## src/rtl/fan_pwm_pkg.sv

```systemverilog
package fan_pwm_pkg;
  localparam int unsigned PHASE_W = 6;
  localparam logic [PHASE_W-1:0] PHASE_LAST = '1;

  typedef struct packed {
    logic               clk_sel;
    logic [PHASE_W-1:0] duty;
    logic               force_hi;
  } fan_reg_t;

  typedef struct packed {
    logic dbl;
    logic src_sel;
  } fan_ctl_t;
endpackage

```

## src/rtl/fan_pwm_regs.sv

```systemverilog
module fan_pwm_regs
  import fan_pwm_pkg::*;
(
  input  logic       clk_i,
  input  logic       rst_ni,
  input  logic       fan_we_i,
  input  logic [7:0] fan_wdata_i,
  input  logic       ctl_we_i,
  input  logic [1:0] ctl_wdata_i,
  output fan_reg_t   fan_q_o,
  output fan_ctl_t   ctl_q_o
);
  fan_reg_t fan_q;
  fan_ctl_t ctl_q;

  always_ff @(posedge clk_i or negedge rst_ni) begin
    if (!rst_ni) begin
      fan_q <= '0;
      ctl_q <= '0;
    end else begin
      if (fan_we_i) fan_q <= fan_reg_t'(fan_wdata_i);
      if (ctl_we_i) ctl_q <= fan_ctl_t'(ctl_wdata_i);
    end
  end

  assign fan_q_o = fan_q;
  assign ctl_q_o = ctl_q;
endmodule

```

## src/rtl/fan_pwm_tick.sv

```systemverilog
module fan_pwm_tick #(
  parameter int unsigned DIV_0 = 4,
  parameter int unsigned DIV_1 = 6,
  parameter int unsigned DIV_2 = 8,
  parameter int unsigned DIV_3 = 12,
  parameter int unsigned MAX_DIV = 12
) (
  input  logic       clk_i,
  input  logic       rst_ni,
  input  logic [1:0] sel_i,
  input  logic       dbl_i,
  output logic       tick_o
);
  localparam int unsigned CW = $clog2(MAX_DIV + 1);
  localparam int unsigned N_RATIO = 4;

  logic [CW-1:0] ratio [N_RATIO];

  // one divide ratio per selector code
  for (genvar g = 0; g < int'(N_RATIO); g++) begin : g_ratio
    localparam int unsigned RV = (g == 0) ? DIV_0 :
                                 (g == 1) ? DIV_1 :
                                 (g == 2) ? DIV_2 : DIV_3;
    assign ratio[g] = CW'(RV);
  end

  logic [CW-1:0] cnt_q;
  logic [CW-1:0] lim;
  logic          tc;

  always_comb begin
    lim = ratio[sel_i];
    if (dbl_i) lim = lim >> 1;
  end

  // >= guards against a ratio change that leaves cnt_q past the new limit
  assign tc = (cnt_q >= (lim - CW'(1)));

  always_ff @(posedge clk_i or negedge rst_ni) begin
    if (!rst_ni)  cnt_q <= '0;
    else if (tc)  cnt_q <= '0;
    else          cnt_q <= cnt_q + CW'(1);
  end

  assign tick_o = tc;
endmodule

```

## src/rtl/fan_pwm_core.sv

```systemverilog
module fan_pwm_core
  import fan_pwm_pkg::*;
(
  input  logic               clk_i,
  input  logic               rst_ni,
  input  logic               tick_i,
  input  logic [PHASE_W-1:0] duty_i,
  input  logic               force_i,
  output logic [PHASE_W-1:0] phase_o,
  output logic [PHASE_W-1:0] duty_act_o,
  output logic               pwm_o
);
  logic [PHASE_W-1:0] phase_q;
  logic [PHASE_W-1:0] duty_act_q;
  logic               pwm_q;

  always_ff @(posedge clk_i or negedge rst_ni) begin
    if (!rst_ni) begin
      phase_q    <= '0;
      duty_act_q <= '0;
      pwm_q      <= 1'b0;
    end else begin
      if (tick_i) begin
        phase_q <= phase_q + PHASE_W'(1);
        if (phase_q == PHASE_LAST) duty_act_q <= duty_i;
      end
      pwm_q <= force_i | (phase_q < duty_act_q);
    end
  end

  assign phase_o    = phase_q;
  assign duty_act_o = duty_act_q;
  assign pwm_o      = pwm_q;
endmodule

```

## src/rtl/fan_pwm.sv

```systemverilog
module fan_pwm
  import fan_pwm_pkg::*;
#(
  parameter int unsigned DIV_0 = 4,
  parameter int unsigned DIV_1 = 6,
  parameter int unsigned DIV_2 = 8,
  parameter int unsigned DIV_3 = 12
) (
  input  logic       clk_i,
  input  logic       rst_ni,
  input  logic       fan_we_i,
  input  logic [7:0] fan_wdata_i,
  input  logic       ctl_we_i,
  input  logic [1:0] ctl_wdata_i,
  output logic       fan_o
);
  localparam int unsigned MAX_A   = (DIV_0 > DIV_1) ? DIV_0 : DIV_1;
  localparam int unsigned MAX_B   = (DIV_2 > DIV_3) ? DIV_2 : DIV_3;
  localparam int unsigned MAX_DIV = (MAX_A > MAX_B) ? MAX_A : MAX_B;

  fan_reg_t           fan_q;
  fan_ctl_t           ctl_q;
  logic               tick;
  logic [PHASE_W-1:0] phase;
  logic [PHASE_W-1:0] duty_act;

  fan_pwm_regs u_regs (
    .clk_i      (clk_i),
    .rst_ni     (rst_ni),
    .fan_we_i   (fan_we_i),
    .fan_wdata_i(fan_wdata_i),
    .ctl_we_i   (ctl_we_i),
    .ctl_wdata_i(ctl_wdata_i),
    .fan_q_o    (fan_q),
    .ctl_q_o    (ctl_q)
  );

  fan_pwm_tick #(
    .DIV_0  (DIV_0),
    .DIV_1  (DIV_1),
    .DIV_2  (DIV_2),
    .DIV_3  (DIV_3),
    .MAX_DIV(MAX_DIV)
  ) u_tick (
    .clk_i (clk_i),
    .rst_ni(rst_ni),
    .sel_i ({fan_q.clk_sel, ctl_q.src_sel}),
    .dbl_i (ctl_q.dbl),
    .tick_o(tick)
  );

  fan_pwm_core u_core (
    .clk_i     (clk_i),
    .rst_ni    (rst_ni),
    .tick_i    (tick),
    .duty_i    (fan_q.duty),
    .force_i   (fan_q.force_hi),
    .phase_o   (phase),
    .duty_act_o(duty_act),
    .pwm_o     (fan_o)
  );
endmodule

```

## config.mk

```make
export PLATFORM = sky130hd
export DESIGN_NAME = fan_pwm
export DESIGN_NICKNAME = d
export VERILOG_FILES = /design/src/rtl/fan_pwm_pkg.sv /design/src/rtl/fan_pwm_regs.sv /design/src/rtl/fan_pwm_tick.sv /design/src/rtl/fan_pwm_core.sv /design/src/rtl/fan_pwm.sv
export SDC_FILE = /design/constraint.sdc
export NUM_CORES = 1
export LEC_CHECK = 0
export BUFFER_PORTS_ARGS = -buffer_cell sky130_fd_sc_hd__buf_2
export CORE_MARGIN = 10
export CORE_UTILIZATION = 48
export DETAILED_ROUTE_END_ITERATION = 12
export PLACE_DENSITY = 0.67
export SYNTH_ARGS = -nofsm -noshare
export SYNTH_HDL_FRONTEND = slang
export SYNTH_SLANG_ARGS = --single-unit
```

## constraint.sdc

```tcl
create_clock -name clk_i -period 2.7 [get_ports clk_i]
set_input_delay 0.135 -clock clk_i [delete_from_list [all_inputs] [get_ports clk_i]]
set_output_delay 0.135 -clock clk_i [all_outputs]
set_load 0.05 [all_outputs]
```

==> flow_summary.ini <==
[sta]
rsz0062_at_grt = false
clock_skew_ps = 1.13
worst_pin_slew_ps = 576
timing.hold.ws_ps = 30.2
setup_slack_ps = 271
finalSetupTns_ps = 0
finalCriticalPeriod_ps = 2430
finalHoldViolations = 0
period_share = 0.900
setup_viol = 0
finalMaxSlewViolations = 0
fmax_mhz = 412
maxSlewHeadroom = 0.616

[drt]
num_vias = 838
drc = 0
drt-total-wl_um = 2090
wire_per_inst_um = 13.1
vias_per_cell = 5.27
drtAntennaViolNets = 0
dr.first_iter.drc_count = 27
drt-pass1-iter-count = 4

[power_and_ir_drop]
peakVddDrop_mv = 0.547
power.density_mw_per_mm2 = 892
p_leak_nw = 0.702

[synth]
syn_inst = 110
synth_flop_cell = dfrtp_1
yosysTopAreaCell = dfrtp_1
yosysMostFrequentCell = dfrtp_1
synth_top_area_share = 0.503
async_flop_share = 1.00
synth_common_cells = 27 x dfrtp_1, 16 x mux2_2, 12 x ha_1
ys.warnings.count = 0
seq_area_frac_synth = 0.503
synth_nets = 136
ys_seq_elements = 27
syn_area_per_cell_sq_um = 12.2
synth.area.top_cells = dfrtp_1 50%, mux2_2 13%, ha_1 11%
synthesis.area_sq_mm = 0.00134
synth_cell_types = 25
synth_edf_count = 0

[global_route]
antenna_found_initial = 0
grt_pass1_vias = 861
grt_usage = 0.0844
grt_overflow = 0
grt_max_degree = 28
grt_pass1_wl_um = 3710

[die]
ios = 15
placementRows = 19
die_area_sq_mm = 0.00532
die_y_um = 72.9
die_x_um = 72.9
initial_core_util = 0.496
core_region_area_sq_mm = 0.00271

[setup_path]
endpoint_kind = flop
crit_type = reg -> reg
reg2reg_slack_ps = 270
regToRegEndpoint = u_core.phase_o[1]$_DFFE_PN0P_
crit_chain = nor2b_1, nand2_1, ha_1, xnor2_1, ha_1, o21a_1, nor2_1, nor2_2, mux2_2
rr_startpoint = u_regs.ctl_q_o[0]$_DFFE_PN0P_
crit_top_cell = ha_1
crit_path_max_incr_delay_ps = 420
cp_slowest_cell = dfrtp_1
cp_data_required_time_ps = 2920
critPathLaunchType = flop
cp_max_fo = 6
worstPathArrival_ps = 2650
worstRegToRegCells = 9

[clock_network]
cts_buffer_depth = 2
numCtsBuffers = 3
cts_num_sinks = 27
clockRootBuffer = clkbuf_4
insertion_delay_ps = 320
cts_tree = built
htree_levels = 1
path_clk_slew_ps = 150
cts_setup_buffers = 0

[worst_hold_path]
hold_path_depth = 3
holdCritStartpoint = fan_wdata_i[7]
hp-class = in -> reg
whs_endpoint = u_regs.fan_q_o[7]$_DFFE_PN0P_

[cells_and_area]
regArea_sq_um = 676
multi_input_area_sq_um = 637
final_area_sq_mm = 0.00150
antenna_cells = 0
drive_above_1_share = 0.297
fin_nets = 155
fillers = 241
syn2layout_area_growth_pct = 11.3

[placed_design]
dp_slack_ps = 194
postPlaceCellArea_sq_mm = 0.00145
dp_hpwl_um = 1670
port_buffers = 14
gp_congestion = 0.742

[status]
status = finished clean

[job]
maxCapViolations = 0
## final cells by class
cell class,instances,share of cell area
Inverter,9,0.0226
Tap cell,31,0.0259
Timing Repair Buffer,15,0.0536
Clock buffer,3,0.0151
Sequential cell,27,0.452
Multi-Input combinational cell,73,0.426
Clock inverter,1,0.00502
## worst max path at each step
| stage | startpoint | end | slack, ps | depth (start not counted) |
|---|---|---|---|---|
| floorplan | u_regs.ctl_q_o[0]$_DFFE_PN0P_ | u_core.duty_act_o[0]$_DFFE_PN0P_ | 490 | 9 |
| CTS | u_regs.ctl_q_o[0]$_DFFE_PN0P_ | u_core.duty_act_o[4]$_DFFE_PN0P_ | 160 | 9 |
| global placement | u_regs.ctl_q_o[0]$_DFFE_PN0P_ | u_core.duty_act_o[5]$_DFFE_PN0P_ | 260 | 9 |
| global route | u_regs.ctl_q_o[0]$_DFFE_PN0P_ | u_core.phase_o[1]$_DFFE_PN0P_ | 20 | 9 |
| detailed placement | u_regs.ctl_q_o[0]$_DFFE_PN0P_ | u_core.duty_act_o[4]$_DFFE_PN0P_ | 190 | 9 |
| finish | u_regs.ctl_q_o[0]$_DFFE_PN0P_ | u_core.phase_o[1]$_DFFE_PN0P_ | 270 | 9 |
## logic make-up (layout without fill, tap and decap cells)
group / Yosys count / count (layout) / share of synthesized area
AO/OA/AOI/OAI: 11 / 11 / 0.0615
XOR/XNOR: 8 / 8 / 0.0521
adder cells (fa/ha/maj): 12 / 12 / 0.112
buffers and inverters: 10 / 28 / 0.0279
flip-flops: 27 / 27 / 0.503
multiplexers: 16 / 16 / 0.134
AND/OR/NAND/NOR: 26 / 26 / 0.110
## through the flow
step | total power, mW | cells | utilization
3_3_place_gp | 1.14 | 154 | 0.535
2_1_floorplan | 1.04 | 110 | -
5_1_grt | 1.46 | 159 | 0.552
6_report | 1.33 | 159 | 0.552
4_1_cts | 1.35 | 159 | 0.549
3_5_place_dp | 1.17 | 154 | 0.535
## where the power goes
part / leakage [nW] / switching (mW) / total, mW / internal [mW]
sequential: 0.337 / 0.0935 / 0.596 / 0.503
combinational: 0.351 / 0.303 / 0.561 / 0.258
clock: 0.0139 / 0.120 / 0.176 / 0.0565
total: 0.702 / 0.516 / 1.33 / 0.817
## layout by cell type (no fill, tap or decap), drive strengths merged, types with 2 or more instances in the layout
master,instances
a21oi,5
buf,14
clkbuf,3
dfrtp,27
ha,12
inv,9
mux2,16
nand2,3
nand2b,3
nand3,3
nand4,2
nor2,6
nor3,5
o21ai,3
xnor2,2
xor2,6
## routing by layer
metal / vias to the layer above / share of wire / track usage
met5: - / 0 / 0
li1: 421 / - / -
met1: 405 / 0.46 / 0.0981
met3: 2 / 0.030 / 0.0204
met4: 0 / 0.0091 / 0.0316
met2: 10 / 0.50 / 0.145
## sequential cells by signal, summed over array words and instances, names as in the netlist
name               count
u_regs.ctl_q_o         2
u_core.phase_o         6
u_core.duty_act_o      6
u_regs.fan_q_o         8
u_core.pwm_o           1
u_tick.cnt_q           4
## timing repair
item                                   4_1_cts  5_1_grt
hold buffers                                 1        0
endpoints found under the hold margin       27        0
gates resized for setup                      0        1
setup endpoints to repair                    0        4
## worst max-delay path, delay by kind of cell, from the launching register on
family	cells	cell delay, ps
adders and majority gates	2	450
DFF	1	420
muxes	1	310
and+or+nand+nor	4	830
AOI/OAI and AO/OA	1	160
xor gates and xnor gates	1	160
(Power assumes the default switching activity.)
